$ cat src/rtl/muxbus_pkg.sv
package muxbus_pkg;
  typedef struct packed {
    logic as_fall;
    logic ds_fall;
    logic wr_rise;
    logic ds_low;
    logic cs_act;
  } strobe_ev_t;
endpackage

$ cat src/rtl/mb_sync.sv
module mb_sync #(
  parameter int          STAGES = 2,
  parameter int          W      = 1,
  parameter logic [W-1:0] RST_VAL = '0
) (
  input  logic         clk_i,
  input  logic         rst_ni,
  input  logic [W-1:0] d_i,
  output logic [W-1:0] q_o
);
  logic [W-1:0] chain [STAGES];

  for (genvar s = 0; s < STAGES; s++) begin : g_stage
    always_ff @(posedge clk_i or negedge rst_ni) begin
      if (!rst_ni) chain[s] <= RST_VAL;
      else if (s == 0) chain[s] <= d_i;
      else chain[s] <= chain[(s == 0) ? 0 : s-1];
    end
  end

  assign q_o = chain[STAGES-1];
endmodule

$ cat src/rtl/mb_edge.sv
module mb_edge
  import muxbus_pkg::*;
(
  input  logic       clk_i,
  input  logic       rst_ni,
  input  logic       as_s_i,
  input  logic       ds_ns_i,
  input  logic       wr_ns_i,
  input  logic       cs_ns_i,
  output strobe_ev_t ev_o
);
  logic as_q, ds_nq, wr_nq;

  always_ff @(posedge clk_i or negedge rst_ni) begin
    if (!rst_ni) begin
      as_q  <= 1'b0;
      ds_nq <= 1'b1;
      wr_nq <= 1'b1;
    end else begin
      as_q  <= as_s_i;
      ds_nq <= ds_ns_i;
      wr_nq <= wr_ns_i;
    end
  end

  always_comb begin
    ev_o.as_fall = as_q & ~as_s_i;
    ev_o.ds_fall = ds_nq & ~ds_ns_i;
    ev_o.wr_rise = ~wr_nq & wr_ns_i;
    ev_o.ds_low  = ~ds_ns_i;
    ev_o.cs_act  = ~cs_ns_i;
  end
endmodule

$ cat src/rtl/mb_addr_latch.sv
module mb_addr_latch #(
  parameter int AW = 8
) (
  input  logic          clk_i,
  input  logic          rst_ni,
  input  logic          cap_i,
  input  logic [AW-1:0] bus_i,
  output logic [AW-1:0] addr_o
);
  always_ff @(posedge clk_i or negedge rst_ni) begin
    if (!rst_ni)    addr_o <= '0;
    else if (cap_i) addr_o <= bus_i;
  end
endmodule

$ cat src/rtl/mb_access.sv
module mb_access
  import muxbus_pkg::*;
#(
  parameter int DW = 8
) (
  input  logic          clk_i,
  input  logic          rst_ni,
  input  strobe_ev_t    ev_i,
  input  logic [DW-1:0] addr_i,
  input  logic [DW-1:0] bus_i,
  input  logic [DW-1:0] rdata_i,
  output logic          oe_o,
  output logic [DW-1:0] bus_o,
  output logic          re_o,
  output logic          we_o,
  output logic [DW-1:0] waddr_o,
  output logic [DW-1:0] wdata_o
);
  always_ff @(posedge clk_i or negedge rst_ni) begin
    if (!rst_ni) begin
      oe_o    <= 1'b0;
      re_o    <= 1'b0;
      we_o    <= 1'b0;
      waddr_o <= '0;
      wdata_o <= '0;
    end else begin
      oe_o <= ev_i.cs_act & ev_i.ds_low;
      re_o <= ev_i.cs_act & ev_i.ds_fall;
      we_o <= ev_i.cs_act & ev_i.wr_rise;
      if (ev_i.cs_act && ev_i.wr_rise) begin
        // addr_i is the pre-update value, so a coincident address strobe does not redirect the write
        waddr_o <= addr_i;
        wdata_o <= bus_i;
      end
    end
  end

  assign bus_o = oe_o ? rdata_i : '0;
endmodule

$ cat src/rtl/muxbus_port.sv
module muxbus_port
  import muxbus_pkg::*;
#(
  parameter int DW          = 8,
  parameter int SYNC_STAGES = 2
) (
  input  logic          clk_i,
  input  logic          rst_ni,
  input  logic          cs_ni,
  input  logic          as_i,
  input  logic          ds_ni,
  input  logic          wr_ni,
  input  logic [DW-1:0] bus_i,
  output logic [DW-1:0] bus_o,
  output logic          bus_oe_o,
  output logic [DW-1:0] reg_addr_o,
  input  logic [DW-1:0] reg_rdata_i,
  output logic          reg_re_o,
  output logic          reg_we_o,
  output logic [DW-1:0] reg_waddr_o,
  output logic [DW-1:0] reg_wdata_o
);
  localparam int NSTB = 4;
  localparam logic [NSTB-1:0] STB_IDLE = 4'b1110; // cs_n, ds_n, wr_n, as

  logic [NSTB-1:0] stb_s;
  logic [DW-1:0]   bus_s;
  strobe_ev_t      ev;

  mb_sync #(.STAGES(SYNC_STAGES), .W(NSTB), .RST_VAL(STB_IDLE)) u_sync_stb (
    .clk_i, .rst_ni,
    .d_i ({cs_ni, ds_ni, wr_ni, as_i}),
    .q_o (stb_s)
  );

  // bus delayed by the same depth so data aligns with the detected edge
  mb_sync #(.STAGES(SYNC_STAGES), .W(DW), .RST_VAL('0)) u_sync_bus (
    .clk_i, .rst_ni,
    .d_i (bus_i),
    .q_o (bus_s)
  );

  mb_edge u_edge (
    .clk_i, .rst_ni,
    .as_s_i  (stb_s[0]),
    .wr_ns_i (stb_s[1]),
    .ds_ns_i (stb_s[2]),
    .cs_ns_i (stb_s[3]),
    .ev_o    (ev)
  );

  mb_addr_latch #(.AW(DW)) u_addr (
    .clk_i, .rst_ni,
    .cap_i  (ev.as_fall),
    .bus_i  (bus_s),
    .addr_o (reg_addr_o)
  );

  mb_access #(.DW(DW)) u_acc (
    .clk_i, .rst_ni,
    .ev_i    (ev),
    .addr_i  (reg_addr_o),
    .bus_i   (bus_s),
    .rdata_i (reg_rdata_i),
    .oe_o    (bus_oe_o),
    .bus_o   (bus_o),
    .re_o    (reg_re_o),
    .we_o    (reg_we_o),
    .waddr_o (reg_waddr_o),
    .wdata_o (reg_wdata_o)
  );
endmodule

$ cat config.mk
export PLATFORM = sky130hd
export DESIGN_NAME = muxbus_port
export DESIGN_NICKNAME = d
export VERILOG_FILES = /design/src/rtl/muxbus_pkg.sv /design/src/rtl/mb_sync.sv /design/src/rtl/mb_edge.sv /design/src/rtl/mb_addr_latch.sv /design/src/rtl/mb_access.sv /design/src/rtl/muxbus_port.sv
export SDC_FILE = /design/constraint.sdc
export NUM_CORES = 1
export LEC_CHECK = 0
export ABC_AREA = 0
export BUFFER_PORTS_ARGS = -buffer_cell sky130_fd_sc_hd__buf_2
export CAP_MARGIN = 20
export CORE_MARGIN = 2
export CORE_UTILIZATION = 47
export CTS_BUF_LIST = sky130_fd_sc_hd__clkbuf_4
export CTS_CLUSTER_SIZE = 25
export DETAILED_ROUTE_END_ITERATION = 8
export PLACE_DENSITY = 0.77
export SKIP_CTS_REPAIR_TIMING = 1
export SLEW_MARGIN = 20
export SYNTH_ARGS = -nofsm -noshare
export SYNTH_HDL_FRONTEND = slang
export SYNTH_HIERARCHICAL = 1
export SYNTH_SLANG_ARGS = --single-unit
$ cat constraint.sdc
create_clock -name clk_i -period 1.3 [get_ports clk_i]
set_input_delay 0.065 -clock clk_i [delete_from_list [all_inputs] [get_ports clk_i]]
set_output_delay 0.065 -clock clk_i [all_outputs]
set_load 0.03 [all_outputs]
# == After elaboration in Yosys (flattened, before gate mapping) ==
# Cells that the tools add are included.
# op_classes
muxes,1
bitwise,10
n_reduce_logical,1
# op_table
cell,n
8-bit two-way mux,1
1-bit bitwise AND,6
1-bit NOT,4
1-bit logical AND,1
# totals
reg_bits,54
output_inout_bits,35
elab_cells,25

# == Logic depth before layout (Yosys ltp) ==
# depth
word_depth,3
depth_mapped,5
depth_no_buf,3

# == Hierarchy ==
# The synthesis kept the hierarchy.
# by_module_without_submodules
module,n_inst,cells_per_inst,area_each_um2,seq_area_each_um2
mb_access,1,48,779.5,475.5
mb_sync (u_sync_bus),1,24,460.4,400.4
mb_addr_latch,1,17,331.6,200.2
mb_sync (u_sync_stb),1,12,237.7,207.7
mb_edge,1,8,118.9,77.6

# == Worst setup path before layout ==
# No wires, ideal clock.
# synth_path
kind,flip-flop to flip-flop
from,register u_sync_stb.chain (netlist bit u_sync_stb/q_o[1])
to,register u_acc.waddr_o[0]
setup_time_ps,125
arrival_time_ps,1255
required_ps,1175
setup_slack_ps,-81
stages_incl_launch_ff,6
synth_period_minus_slack_ps,1381
cell_sequence,dfstp_2 > buf_4 > nor2b_4 > nand2_4 > buf_6 > mux2_4
# synth_rtl
element,line_no,source
"start, declared",mb_sync.sv:11,logic [W-1:0] chain [STAGES];
"start signal, assigned by index",mb_sync.sv:16,else if (s == 0) chain[s] <= d_i;
"start signal, assigned by index",mb_sync.sv:17,else chain[s] <= chain[(s == 0) ? 0 : s-1];
"end signal, assigned",mb_access.sv:32,waddr_o <= addr_i;
"end, declared",mb_access.sv:16,"output logic [DW-1:0] waddr_o,"

==> flow_results.org <==
** Layout
- Area occupied by registers :: 1361 sq um
- For this run, the number of standard cells in the final layout without fillers is roughly 230.
- Antenna diodes :: 0
- Relative to the synthesized area, the layout overhead comes to 26.28%.
- After routing the design area is 2435 sq um.
- After the last flow step, the layout net total stands at around 200.
- Of the cells placed in the final design, the portion with a size suffix greater than 1 is 59.09%.
- Layout fillers :: 300
- Layout Utilization :: 61.31%
- The multi-input combinational cells in the finished layout cover a total of 451.7 sq um.

** Clock network
- Inserted Clock Buffers :: 5
- Maximum buffer depth of the clock tree :: 2
- Cell at the root of the clock tree :: clkbuf_4
- CTS saw 54 sinks.
- TritonCTS built the clock tree.
- Clock insertion delay at the later pin of the skew report :: 0.37 ns
- The H-tree generated during clock tree synthesis spans 2 levels.
- After clock tree synthesis, the clock-pin slew on the worst setup and hold paths is 0.15 ns.

** Routing
- The routed design uses ~150 um of met3 wire.
- After detailed routing, the number of remaining DRC violations is 0.
- For this block, the initial DRC count from the detailed router was 41.
- Before antenna repair, the detailed router went through 4 iterations.
- After detailed routing, the number of vias per cell comes to 4.447.
- For this block, the routed nets add up to around 3100 um of wire.
- The detail route stage leaves a number of antenna-violating nets equal to 0.
- After detailed routing, the average wire length per cell comes to ~14 um.
- Total number of vias :: 1,005
- Met1 Routed Length :: 1302 um
- Met2 routed WL :: around 1600 um
- Top metal layer carrying routed signals :: met4

** Synth
- Dominant cell by count in the synthesized netlist :: dfrtp_1
- Register bit total from synthesis :: 54
- Total nets after synthesis :: 131
- Number of instances in the synthesized netlist :: approximately 110
- Yosys top cell by area :: dfrtp_1
- Yosys attributes the largest share of cell area to dfrtp_1, mux2_4, dfstp_2.
- Counting instances in the post-synthesis netlist gives the leading cell types as dfrtp_1, mux2_4, buf_4.
- For this run, the register share of the synthesized area comes to approximately 71%.
- Mapped Area :: slightly below 2000 sq um
- During synthesis, Yosys emitted a total of 6 warnings.
- Mean Syn Cell Area :: between 15 and 20 sq um
- The share of synthesized area in the top cell type comes to roughly three fifths.
- In the synthesized netlist the async set-or-reset flop fraction comes to 100.0%.
- Count of flip-flops with a built-in enable after synthesis :: 0
- Most used DFF post-synth :: dfrtp_1
- Yosys mapped the design onto 12 distinct sky130hd cell types.

** Outcome
- Violated checks :: negative setup slack
- The flow ran to the end, but the final reports show violations.

** Power
- IR analysis of the VDD net gives a maximum drop of approximately 0.66 mV.
- Total internal power :: between 0.002 and 0.003 W
- Power per cell area :: approximately 1600 nW/um^2
- Static power due to leakage :: 1.228 nW
- In this run switching power makes up roughly 30% of total power.
- Sequential cells account for between 50 and 60% of the total power.
- P_sw :: ~0.0011 W
- Of the total power, the clock network draws 23.8%.
- Logic pwr share :: a little under a quarter

** STA
- Setup skew after layout :: approximately 0.012 ns
- Once routing completed, OpenROAD measured the worst setup slack at -0.04509 ns.
- Headroom to the max-slew limit came out at about 86%.
- Period minus WS final :: ~1.3 ns
- Setup-failing EPs final :: 16
- Dividing the final minimum period by the clock period gives 103.5%.
- The count of endpoints failing hold in the final timing report was 0.
- At the pin with the least slew margin, the transition time is between 0.2 and 0.25 ns.
- For this run, the top clock speed supported by timing is ~740 MHz.
- Setup repair after global routing missed its margin :: true
- Slew Viols, Final :: 0

** Placed design
- Final Wtd Congestion :: roughly 0.7
- Summed over all nets, the half-perimeter wirelength after detailed placement is around 2200 um.
- Counting tap cells, the placed design contains a total of just over 200 instances.
- In this run the cell area measured after placement is between 2000 and 2500 sq um.
- Number of port buffers :: 56
- Setup slack after placement :: -0.04864 ns

** Critical path
- Critical path arrival :: between 1.5 and 2 ns
- Capturing element type of the critical path :: flip-flop
- Launching element type of the critical path :: flip-flop
- Worst R2R Start :: u_sync_stb/q_o[1]
- Critical path start-end classification :: reg -> reg
- The critical path starts at u_sync_stb/q_o[1].
- Data on the critical path is required at its endpoint by 1.58 ns.
- The worst register-to-register path has a setup slack of -0.05 ns.
- Max Fanout on Critical Path :: 17

** Die
- For this configuration, the core starts out at a cell density of about half.
- In this run the count of I/O pins placed on the die edge is 57.
- The die is approximately 68 um wide.
- The total area inside the core boundary comes to just under 4000 sq um.
- Die Footprint :: ~4600 sq um
- Number of rows created at floorplan :: 23
- Die height :: between 60 and 70 um

** Global routing
- Gr ovfl total :: 0
- Number of global-route vias before repair :: 938
- Entering global routing, the biggest net connects 38 pins.
- Global routing consumed, over all layers together, between 10% and 20% of the routing resources.
- Initial antenna violation count :: 0
- First-pass GRT wire length :: 4602 um

** Run
- Maxcap violations :: 0

** Worst hold path
- Path class of the lowest-slack min-delay path :: in -> async
## area by class of cell
| cell class | instances | share of cell area (%) |
|---|---|---|
| well taps | 50 | 2.569 |
| repair buffers | 73 | 19.12 |
| clock buffers | 5 | 1.542 |
| flip-flops and latches | 54 | 55.91 |
| multi-input cells | 38 | 18.55 |
| clock inverters | 3 | 1.850 |
| inverters | 3 | 0.4625 |
## power groups by stage
stage | clock network [W] | registers [W] | logic [W]
after floorplan | 0 | 0.00233 | 0.000286
after global placement | 0 | 0.00203 | 0.000838
after detailed placement | 0 | 0.00204 | 0.000860
after CTS | 0.000930 | 0.00201 | 0.000859
after global routing | 0.00101 | 0.00203 | 0.000934
final | 0.000903 | 0.00200 | 0.000885
## per-layer routing
metal,vias to the layer above,track usage [%]
met2,22,22.09
li1,473,-
met3,5,3.947
met5,-,0
met4,0,9.000
met1,505,18.59
## placed cells by master, fill, tap and decap left out
master,synthesis,final
buf_4,12,2
clkinvlp_4,0,2
dlygate4sd3_1,0,13
buf_12,0,2
bufinv_16,0,1
nor2b_1,1,1
nor2b_4,2,2
buf_2,0,56
dfstp_2,8,8
and2_2,1,1
mux2_4,17,17
dfrtp_1,46,46
mux2_2,7,7
clkbuf_4,0,5
inv_1,3,3
nand2_8,0,1
and2_1,9,9
## through the flow
| stage | hold WS (ns) | power [W] | setup TNS [ns] |
|---|---|---|---|
| 6_report | 0.1893 | 0.003792 | -0.3655 |
| 5_1_grt | 0.1944 | 0.003978 | -1.188 |
| 4_1_cts | -0.3554 | 0.003796 | -0.6536 |
| 3_5_place_dp | 0.06435 | 0.002898 | -0.4099 |
| 3_3_place_gp | 0.05836 | 0.002863 | 0 |
| 2_1_floorplan | -0.2306 | 0.002619 | -0.6441 |
## path summary, 6_finish.rpt
kind,endpoint,cells after the start
min reg2reg,u_sync_stb/q_o[1],0
max reg2reg,u_acc/wdata_o[0],3
min in group clk_i,u_sync_bus/chain[14],2
min,u_acc/wdata_o[0],3
max,u_acc/wdata_o[0],3
max in group asynchronous,u_edge/wr_nq,3
## worst max-delay path, stage by stage, from the launching register on
cell     delay (ns)
dfstp_2        0.57
nor2b_4        0.20
nand2_8        0.15
mux2_4         0.34
## flip-flops by register name, summed over array words and instances, names as in the netlist, 4 cells and up
register          flops
u_sync_bus/q_o        8
u_sync_stb/q_o        4
u_addr/addr_o         8
u_acc/wdata_o         8
u_sync_bus/chain      8
u_sync_stb/chain      4
u_acc/waddr_o         8
## cell families after synthesis
| kind of cell | Yosys count | share of synthesized area, % |
|---|---|---|
| buffers and inverters | 17 | 6.424 |
| flip-flops | 54 | 70.60 |
| multiplexers | 24 | 17.33 |
| AND/OR/NAND/NOR | 14 | 5.646 |
(Power assumes the default switching activity.)
